### src/rtl/dsi_tc_pkg.sv
`timescale 1ns/1ps
package dsi_tc_pkg;

    typedef enum logic [2:0] {
        S_IDLE,
        S_SCALE,
        S_WAIT_A,
        S_WAIT_B,
        S_NEXT,
        S_DONE
    } conv_state_t;

    typedef enum logic {
        D_IDLE,
        D_RUN
    } div_state_t;

    localparam int N_HCOMP = 3;

endpackage

### src/rtl/dsi_tc_div.sv
`timescale 1ns/1ps
module dsi_tc_div
    import dsi_tc_pkg::*;
#(
    parameter int W = 49
) (
    input  logic         clk,
    input  logic         rst_n,
    input  logic         start_i,
    input  logic         ceil_i,
    input  logic [W-1:0] dividend_i,
    input  logic [W-1:0] divisor_i,
    output logic         done_o,
    output logic [W-1:0] quot_o
);

    localparam int CNT_W = $clog2(W + 1);
    localparam int W2    = 2 * W;

    div_state_t     st_q;
    logic [W-1:0]   rem_q, quo_q, den_q, num_q, quot_q;
    logic           ceil_q, done_q;
    logic [CNT_W-1:0] cnt_q;

    logic [W:0]     rem_sh, rem_df;
    logic           ge;
    logic [W-1:0]   rem_nx, quo_nx, fin_q;

    // one restoring step: shift in the next dividend bit, subtract if it fits
    always_comb begin
        rem_sh = {rem_q, quo_q[W-1]};
        ge     = rem_sh >= {1'b0, den_q};
        rem_df = ge ? (rem_sh - {1'b0, den_q}) : rem_sh;
        rem_nx = rem_df[W-1:0];
        quo_nx = {quo_q[W-2:0], ge};
        fin_q  = quo_nx + {{(W-1){1'b0}}, (ceil_q && (rem_nx != '0))};
    end

    always_ff @(posedge clk or negedge rst_n) begin
        if (!rst_n) begin
            st_q   <= D_IDLE;
            rem_q  <= '0;
            quo_q  <= '0;
            den_q  <= '0;
            num_q  <= '0;
            quot_q <= '0;
            ceil_q <= 1'b0;
            done_q <= 1'b0;
            cnt_q  <= '0;
        end else begin
            done_q <= 1'b0;
            unique case (st_q)
                D_IDLE: begin
                    if (start_i) begin
                        rem_q  <= '0;
                        quo_q  <= dividend_i;
                        num_q  <= dividend_i;
                        den_q  <= divisor_i;
                        ceil_q <= ceil_i;
                        cnt_q  <= CNT_W'(W);
                        st_q   <= D_RUN;
                    end
                end
                D_RUN: begin
                    rem_q <= rem_nx;
                    quo_q <= quo_nx;
                    cnt_q <= cnt_q - 1'b1;
                    if (cnt_q == CNT_W'(1)) begin
                        quot_q <= fin_q;
                        done_q <= 1'b1;
                        st_q   <= D_IDLE;
                    end
                end
                default: st_q <= D_IDLE;
            endcase
        end
    end

    assign done_o = done_q;
    assign quot_o = quot_q;

    // floor quotient q satisfies q*d <= n < (q+1)*d
    a_r3_floor_bounds: assert property (@(posedge clk) disable iff (!rst_n)
        (done_q && !ceil_q && den_q != '0) |->
        (({{W{1'b0}}, quot_q} * {{W{1'b0}}, den_q}) <= W2'(num_q)) &&
        (({{W{1'b0}}, quot_q} * {{W{1'b0}}, den_q} + W2'(den_q)) > W2'(num_q)));

    // rounded-up quotient q satisfies n <= q*d < n + d
    a_r3_ceil_bounds: assert property (@(posedge clk) disable iff (!rst_n)
        (done_q && ceil_q && den_q != '0) |->
        (({{W{1'b0}}, quot_q} * {{W{1'b0}}, den_q}) >= W2'(num_q)) &&
        (({{W{1'b0}}, quot_q} * {{W{1'b0}}, den_q}) < (W2'(num_q) + W2'(den_q))));

    a_r2_div_done_pulse: assert property (@(posedge clk) disable iff (!rst_n)
        done_q |=> !done_q);

endmodule

### src/rtl/dsi_vtiming_conv.sv
`timescale 1ns/1ps
module dsi_vtiming_conv
    import dsi_tc_pkg::*;
#(
    parameter int H_W      = 16,
    parameter int BPS_W    = 32,
    parameter int CLK_W    = 20,
    parameter int BYTE_DIV = 8000
) (
    input  logic                     clk,
    input  logic                     rst_n,
    input  logic                     start_i,
    input  logic [H_W-1:0]           h_active_i,
    input  logic [H_W-1:0]           h_blank_i,
    input  logic [H_W-1:0]           h_sync_off_i,
    input  logic [H_W-1:0]           h_sync_w_i,
    input  logic [H_W-1:0]           v_active_i,
    input  logic [H_W-1:0]           v_blank_i,
    input  logic [H_W-1:0]           v_sync_off_i,
    input  logic [H_W-1:0]           v_sync_w_i,
    input  logic [CLK_W-1:0]         pclk_khz_i,
    input  logic [BPS_W-1:0]         lane_bps_i,
    output logic                     busy_o,
    output logic                     done_o,
    output logic                     err_o,
    output logic [H_W+BPS_W:0]       hline_lbcc_o,
    output logic [H_W+BPS_W:0]       hsa_lbcc_o,
    output logic [H_W+BPS_W:0]       hbp_lbcc_o,
    output logic [H_W-1:0]           v_active_o,
    output logic [H_W-1:0]           v_sync_o,
    output logic [H_W-1:0]           v_front_o,
    output logic [H_W-1:0]           v_back_o
);

    localparam int C_W = H_W + 1;
    localparam int D_W = C_W + BPS_W;
    localparam logic [D_W-1:0] BYTE_DIV_W = D_W'(BYTE_DIV);

    conv_state_t state_q, state_d;

    // captured job
    logic [C_W-1:0]   comp_q [N_HCOMP];
    logic [CLK_W-1:0] pclk_q;
    logic [BPS_W-1:0] bps_q;
    logic [H_W-1:0]   vact_q, vsync_q, vfront_q, vback_q;
    logic             err_q;
    logic [D_W-1:0]   res_q [N_HCOMP];
    logic [1:0]       idx_q;

    // divider control
    logic             div_start, div_ceil, div_done;
    logic [D_W-1:0]   div_num, div_den, div_quot;

    logic [C_W-1:0]   comp_sel;
    logic [D_W-1:0]   prod;
    logic             pclk_zero;
    logic             store_en;

    // input-side checks for a new job
    logic [C_W-1:0]   h_sum, v_sum;
    logic             h_under, v_under;
    logic [C_W-1:0]   hbp_raw, vbp_raw;

    always_comb begin
        h_sum   = {1'b0, h_sync_off_i} + {1'b0, h_sync_w_i};
        v_sum   = {1'b0, v_sync_off_i} + {1'b0, v_sync_w_i};
        h_under = {1'b0, h_blank_i} < h_sum;
        v_under = {1'b0, v_blank_i} < v_sum;
        hbp_raw = {1'b0, h_blank_i} - h_sum;
        vbp_raw = {1'b0, v_blank_i} - v_sum;
    end

    always_comb begin
        comp_sel  = comp_q[idx_q];
        prod      = {{BPS_W{1'b0}}, comp_sel} * {{C_W{1'b0}}, bps_q};
        pclk_zero = (pclk_q == '0);
    end

    // state register
    always_ff @(posedge clk or negedge rst_n) begin
        if (!rst_n) state_q <= S_IDLE;
        else        state_q <= state_d;
    end

    // next state and divider requests
    always_comb begin
        state_d   = state_q;
        div_start = 1'b0;
        div_ceil  = 1'b0;
        div_num   = prod;
        div_den   = BYTE_DIV_W;
        store_en  = 1'b0;
        unique case (state_q)
            S_IDLE: begin
                if (start_i) state_d = S_SCALE;
            end
            S_SCALE: begin
                if (pclk_zero) begin
                    store_en = 1'b1;
                    state_d  = S_NEXT;
                end else begin
                    div_start = 1'b1;
                    state_d   = S_WAIT_A;
                end
            end
            S_WAIT_A: begin
                if (div_done) begin
                    div_start = 1'b1;
                    div_ceil  = 1'b1;
                    div_num   = div_quot;
                    div_den   = {{(D_W-CLK_W){1'b0}}, pclk_q};
                    state_d   = S_WAIT_B;
                end
            end
            S_WAIT_B: begin
                if (div_done) begin
                    store_en = 1'b1;
                    state_d  = S_NEXT;
                end
            end
            S_NEXT: begin
                if (idx_q == 2'(N_HCOMP - 1)) state_d = S_DONE;
                else                          state_d = S_SCALE;
            end
            S_DONE: state_d = S_IDLE;
            default: state_d = S_IDLE;
        endcase
    end

    dsi_tc_div #(.W(D_W)) div_i (
        .clk        (clk),
        .rst_n      (rst_n),
        .start_i    (div_start),
        .ceil_i     (div_ceil),
        .dividend_i (div_num),
        .divisor_i  (div_den),
        .done_o     (div_done),
        .quot_o     (div_quot)
    );

    // job capture and per-component results
    always_ff @(posedge clk or negedge rst_n) begin
        if (!rst_n) begin
            for (int i = 0; i < N_HCOMP; i++) begin
                comp_q[i] <= '0;
                res_q[i]  <= '0;
            end
            pclk_q   <= '0;
            bps_q    <= '0;
            vact_q   <= '0;
            vsync_q  <= '0;
            vfront_q <= '0;
            vback_q  <= '0;
            err_q    <= 1'b0;
            idx_q    <= '0;
        end else begin
            if (state_q == S_IDLE && start_i) begin
                comp_q[0] <= {1'b0, h_active_i} + {1'b0, h_blank_i};
                comp_q[1] <= {1'b0, h_sync_w_i};
                comp_q[2] <= h_under ? '0 : hbp_raw;
                pclk_q    <= pclk_khz_i;
                bps_q     <= lane_bps_i;
                vact_q    <= v_active_i;
                vsync_q   <= v_sync_w_i;
                vfront_q  <= v_sync_off_i;
                vback_q   <= v_under ? '0 : vbp_raw[H_W-1:0];
                err_q     <= h_under || v_under || (pclk_khz_i == '0);
                idx_q     <= '0;
            end
            if (store_en) res_q[idx_q] <= pclk_zero ? '0 : div_quot;
            if (state_q == S_NEXT && state_d == S_SCALE) idx_q <= idx_q + 1'b1;
        end
    end

    // outputs
    always_ff @(posedge clk or negedge rst_n) begin
        if (!rst_n) begin
            hline_lbcc_o <= '0;
            hsa_lbcc_o   <= '0;
            hbp_lbcc_o   <= '0;
            v_active_o   <= '0;
            v_sync_o     <= '0;
            v_front_o    <= '0;
            v_back_o     <= '0;
            err_o        <= 1'b0;
        end else if (state_q == S_NEXT && state_d == S_DONE) begin
            hline_lbcc_o <= res_q[0];
            hsa_lbcc_o   <= res_q[1];
            hbp_lbcc_o   <= res_q[2];
            v_active_o   <= vact_q;
            v_sync_o     <= vsync_q;
            v_front_o    <= vfront_q;
            v_back_o     <= vback_q;
            err_o        <= err_q;
        end
    end

    assign busy_o = (state_q != S_IDLE) && (state_q != S_DONE);
    assign done_o = (state_q == S_DONE);

    a_r1_busy_after_start: assert property (@(posedge clk) disable iff (!rst_n)
        (start_i && !busy_o && !done_o) |=> busy_o);

    a_r1_busy_rise_needs_start: assert property (@(posedge clk) disable iff (!rst_n)
        $rose(busy_o) |-> $past(start_i));

    a_r2_done_single: assert property (@(posedge clk) disable iff (!rst_n)
        done_o |=> !done_o);

    a_r2_busy_falls_at_done: assert property (@(posedge clk) disable iff (!rst_n)
        $fell(busy_o) |-> done_o);

    a_r10_hold_between_done: assert property (@(posedge clk) disable iff (!rst_n)
        !done_o |-> ($stable(hline_lbcc_o) && $stable(hsa_lbcc_o) && $stable(hbp_lbcc_o)
                     && $stable(v_back_o) && $stable(err_o)));

    a_r9_zero_pclk: assert property (@(posedge clk) disable iff (!rst_n)
        (done_o && !err_o) |-> (pclk_q != '0));

endmodule

### config.mk
export PLATFORM = sky130hd
export DESIGN_NAME = dsi_vtiming_conv
export DESIGN_NICKNAME = d
export VERILOG_FILES = /design/src/rtl/dsi_tc_pkg.sv /design/src/rtl/dsi_tc_div.sv /design/src/rtl/dsi_vtiming_conv.sv
export SDC_FILE = /design/constraint.sdc
export NUM_CORES = 2
export LEC_CHECK = 0
export BUFFER_PORTS_ARGS = -buffer_cell sky130_fd_sc_hd__clkbuf_2
export CORE_MARGIN = 2
export CORE_UTILIZATION = 55
export CTS_BUF_LIST = sky130_fd_sc_hd__clkbuf_8
export CTS_CLUSTER_DIAMETER = 60
export DETAILED_ROUTE_END_ITERATION = 12
export GPL_ROUTABILITY_DRIVEN = 0
export GPL_TIMING_DRIVEN = 0
export PLACE_DENSITY = 0.84
export SLEW_MARGIN = 10
export SYNTH_ARGS = -nofsm -noshare
export SYNTH_HDL_FRONTEND = slang
export SYNTH_HIERARCHICAL = 1
export SYNTH_SLANG_ARGS = --single-unit
### constraint.sdc
create_clock -name clk -period 7.4 [get_ports clk]
set_input_delay 0.37 -clock clk [delete_from_list [all_inputs] [get_ports clk]]
set_output_delay 0.37 -clock clk [all_outputs]
set_load 0.005 [all_outputs]
======== Word level (Yosys, flattened, before mapping) ========
Index checks and enable logic that the tools add are counted.
storage, ports and cells
  bits in registers ....................... 736
  input port bits ......................... 183
  logic and storage cells ................. 114
cells by class
  add/subtract/negate cells ............... 9
  multipliers ............................. 1
  $lt $le $gt $ge ......................... 5
  eq/ne operators ......................... 11
  mux-type cells .......................... 39
  bitwise gates (word level) .............. 2
  reduce and logical (&&, ||, !) cells .... 16
operators with widths
  operator                                              count
  two-way mux 49 bit                                    7
  one-hot mux 49 bit (2 select lines)                   2
  bitwise mux 147 bit                                   1
  demux 49 bit (select 2 bit)                           1
  adder 16 x 16 -> 17 bit                               3
  two-way mux 17 bit                                    3
  greater-or-equal comparator 50 x 49 -> 1 bit          1
  adder 49 x 1 -> 49 bit                                1
  multiplier 17 x 32 -> 49 bit                          1
  nonzero test 49 bit                                   1
  subtractor 49 bit                                     1
  zero test 20 bit                                      2
  two-way mux 20 bit                                    2
  binary-select mux 17 bit (select 2 bit)               1
  < comparator 16 x 17 -> 1 bit                         2
  subtractor 16 x 17 -> 17 bit                          1
  two-way mux 16 bit                                    1
  subtractor 16 bit                                     1
  two-way mux 3 bit                                     5
  one-hot mux 3 bit (5 select lines)                    1
  one-hot mux 6 bit (2 select lines)                    1
  equality test 3 bit (second input constant)           3
  two-way mux 1 bit                                     8
  equality test 3 x 1 -> 1 bit (second input constant)  2
  20 further kinds                                      31

======== Depth between registers and ports, before layout ========
  depth after elaboration ................. 9
  mapped depth ............................ 32

======== By module ========
Netlist, hierarchy kept.
by module, submodules not included
  module            instances  cells an instance  area an instance (µm²)
  dsi_vtiming_conv  1          4359               41294.6
  dsi_tc_div        1          1568               13151.4

======== Worst setup path before layout ========
Ideal clock, no wire load.
  kind .................................... flip-flop to flip-flop
  start point ............................. register idx_q[1]
  end point ............................... register div_i.quo_q[41]
  setup time .............................. 0.083 ns
  arrival time ............................ 7.332 ns
  required time ........................... 7.317 ns
  setup slack ............................. -0.015 ns
  cell stages (with the launch flop) ...... 30
  path buffers ............................ 3
  period minus slack after synthesis ...... 7.415 ns
  path through ............................ dfrtp_1 clkbuf_1 inv_1 nor2_1 clkbuf_1 nand2_1 o21ai_0 clkbuf_1 nand2_1 fa_1 fa_1 fa_1 inv_1 fa_1 fa_1 inv_1 fa_1 inv_1 ha_1 a21o_1 a2111o_1 or3b_1 a311oi_1 nor2_1 a21oi_2 o31ai_1 xnor2_1 a21oi_1 mux2i_1 o21ai_0
between the ends
  longest elaborated chain between the ends .. 9
ends and longest elaborated chain
  item                                                     line                     source
  start: declaration                                       dsi_vtiming_conv.sv:48   logic [1:0] idx_q;
  start signal: assignment                                 dsi_vtiming_conv.sv:171  if (state_q == S_NEXT && state_d == S_SCALE) idx_q <= idx_q + 1'b1;
  inverter 2 -> 3 bit (not written as such) *              dsi_vtiming_conv.sv:74   comp_sel = comp_q[idx_q];
  binary-select mux 17 bit (select 2 bit) *                dsi_vtiming_conv.sv:74
  two-way mux 17 bit (not written as such) * (2 in a row)  dsi_vtiming_conv.sv:74
  multiplier 17 x 32 -> 49 bit *                           dsi_vtiming_conv.sv:75   prod = {{BPS_W{1'b0}}, comp_sel} * {{C_W{1'b0}}, bps_q};
  two-way mux 49 bit                                       dsi_vtiming_conv.sv:107  if (div_done) begin
  two-way mux 49 bit *                                     dsi_vtiming_conv.sv:93   unique case (state_q)
  net div_num[41]                                          dsi_vtiming_conv.sv:52   logic [D_W-1:0] div_num, div_den, div_quot;
  two-way mux 49 bit *                                     dsi_tc_div.sv:54         if (start_i) begin
  one-hot mux 49 bit (2 select lines) *                    dsi_tc_div.sv:52         unique case (st_q)
  end signal: assignment                                   dsi_tc_div.sv:56         quo_q <= dividend_i;
  end signal: assignment                                   dsi_tc_div.sv:66         quo_q <= quo_nx;
  end: declaration                                         dsi_tc_div.sv:21         logic [W-1:0] rem_q, quo_q, den_q, num_q, quot_q;
The timed path passes the listed nets; every way through them passes the cells marked *. The select of a mux whose other input is x is not followed.
A chain may end at the register's enable or synchronous reset.

======== Worst setup path after layout ========
  start point ............................. register idx_q[1]
  end point ............................... register div_i.quo_q[37]
Same word-level chain as after synthesis.

==> flow_summary.json <==
{
  "reg2reg_slack_ps": -270,
  "hold_viol": 0,
  "cts_tree": "done",
  "cts_buffers": 121,
  "fin_setup_tns_ps": -1670,
  "ys_seq_area_share_pct": 33.8,
  "crit_buf_inv": 9,
  "drt_iter0_markers": 5078,
  "clockBufferDepth": 3,
  "syn_area_per_cell_um2": 9.19,
  "cpMaxStageDelayCell": "fa_1",
  "utilization_pct": 65.3,
  "firstDrtPassIters": 9,
  "final_area_mm2": 0.0641,
  "grt_pass1_vias": 48400,
  "failed_checks": "setup timing",
  "layout_setup_ws_ps": -267,
  "clkSlewWorstSetupHoldPaths_ps": 70,
  "drive_gt1_share_pct": 17.3,
  "die_h_um": 319,
  "ys_ff_latch": 736,
  "crit_top_cell": "fa_1",
  "hp-class": "in -> reg",
  "ant_nets": 0,
  "yosys.area.top_type": "dfrtp_1",
  "finalWirelength_mm": 169,
  "crit_type": "reg -> reg",
  "seqCellArea_mm2": 0.0184,
  "ctsRootBufferMaster": "clkbuf_8",
  "rows": 115,
  "max_stage_delay_ps": 560,
  "grt_first_pass_wirelength_mm": 259,
  "wl_per_cell_um": 20.9,
  "place_area_mm2": 0.0584,
  "finalNetCount": 7589,
  "cap_violations": 0,
  "synth.distinct_cells": 112,
  "start_util_pct": 55.4,
  "synth_warnings": 6,
  "crit_family": "adder cells",
  "crit_path_start_kind": "flop",
  "setup_viol": 12,
  "rsz0062_at_grt": "yes",
  "worstMarginPinSlew_ps": 1330,
  "ys.flop_type": "dfrtp_1",
  "finalCriticalPeriod_ps": 7670,
  "crit_required_ps": 8080,
  "hpwl_mm": 123,
  "maxSlewHeadroom_pct": 9.97,
  "die_w_um": 319,
  "num_vias": 47700,
  "grt_start_max_net_pins": 110,
  "port_buffers": 396,
  "synth_area_leaders": "dfrtp_1 34%, fa_1 17%, nand2_1 9.2%",
  "coreArea_mm2": 0.0983,
  "h-tree-depth": 3,
  "fin_crit_sh_pct": 104,
  "clock_latency_ps": 850,
  "syn-cell-area_mm2": 0.0544,
  "crit_arrival_ps": 8340,
  "drc": 0,
  "fin_skew_ps": 74.9,
  "io_pins": 397,
  "vias_per_cell": 5.90,
  "n_fill_cell": 7083,
  "multi_input_area_mm2": 0.0332,
  "yosysTopAreaCellShare_pct": 33.8,
  "timing.hold.ws_ps": 34.9,
  "status": "finished with violations",
  "slew_viol_final": 0,
  "grt.overflow.total": 0,
  "fmax_ghz": 0.130,
  "synth_most_common_cell": "nand2_1",
  "antenna_found_initial": 9,
  "numClockSinks": 736,
  "ys_async_sr_fraction_pct": 100,
  "crit_path_max_fanout": 8,
  "die_area_mm2": 0.102,
  "synthTopCellsByCount": "1332 x nand2_1, 736 x dfrtp_1, 651 x inv_1",
  "syn-instance-count": 5927,
  "worstSetupEndpointType": "flop",
  "synth_edf_count": 0,
  "grt_usage_pct": 32.3,
  "areaGrowthSynthToFinish_pct": 17.8
}
-- registers in the layout (all words and copies together) (netlist names), 20 cells and up --
signal and flops:
div_i/rem_q 49, div_i/quo_q 49, res_q 147, comp_q 50, hsa_lbcc_o 49, hline_lbcc_o 49, bps_q 32, div_i/den_q 49
div_i/quot_o 49, hbp_lbcc_o 49, pclk_q 20
-- final timing paths --
| path | from | end | cells past startpoint |
|---|---|---|---|
| worst max-delay path | idx_q[1] | div_i/quo_q[37] | 30 |
| worst min-delay path | h_active_i[2] | comp_q[36] | 4 |
| worst max register to register | idx_q[1] | div_i/quo_q[37] | 30 |
| worst min register to register | res_q[95] | hsa_lbcc_o[46] | 1 |
| max in group asynchronous | rst_n | vact_q[15] | 6 |
| min in group asynchronous | rst_n | hline_lbcc_o[12] | 2 |
-- layer usage --
metal / routed length (um) / global-route usage (%) / share of wire [%]
met1: 62400 / 39.5 / 37
met2: 76800 / 51.6 / 45
met3: 17800 / 8.24 / 11
met4: 12100 / 19.2 / 7.1
met5: 51 / 0 / 0.030
-- worst register-to-register path, delay by kind of cell, from the launching register on --
kind            cells  cell delay (ps)
fa+ha+maj           7             3320
buf+inv             9             1200
compound gates      7             1470
mux                 1              160
simple gates        5              810
xor+xnor            1              180
flops               1              400
-- layout by cell type, fill, tap and decap left out, types with 82 or more instances in the layout --
cell and instances:
ha_1 242, mux2_2 215, o21ai_0 397, clkbuf_1 210, fa_1 433, buf_4 82, a21oi_1 196, nand2_1 1322
xnor2_1 85, nor2_1 136, inv_1 679, and2_1 234, clkbuf_2 403, clkbuf_8 156, xor2_1 91, dlygate4sd3_1 124
dfrtp_1 735
-- timing repair --
item / 4_1_cts / 5_1_grt
endpoints found under the hold margin: 200 / 0
pin swaps: 19 / 74
hold buffers: 124 / 0
setup endpoints to repair: 39 / 31
resized for setup: 168 / 210
buffers inserted: 42 / 51
cloned: 2 / 2
-- stage by stage --
step                setup slack, ps  std cells
floorplan                      6.45       5955
global placement             -11170       7638
detailed placement            -1970       7646
CTS                            3.45       8033
global route                   -386       8083
finish                         -267       8084
-- cells by family after synthesis --
logic type	Yosys count	share of synthesized area [%]
simple gates	2024	16.5
compound gates	1010	11.4
buf+inv	970	6.81
flops	736	33.8
fa+ha+maj	714	22.7
mux	293	5.89
xor+xnor	179	2.88
other cells	1	0.00689
-- cell type report --
| cell class | instances | share of cell area (%) |
|---|---|---|
| diodes | 5 | 0.0195 |
| multi-input cells | 4249 | 51.7 |
| inverters | 655 | 3.84 |
| clock inverters | 71 | 0.810 |
| well taps | 1287 | 2.51 |
| flip-flops and latches | 736 | 28.7 |
| clock buffers | 152 | 3.26 |
| plain buffers | 304 | 2.46 |
| repair buffers | 625 | 6.66 |
Power is left out: the tool's default activity adds up to more than one toggle a clock period on the data nets, which glitch-free logic cannot reach.
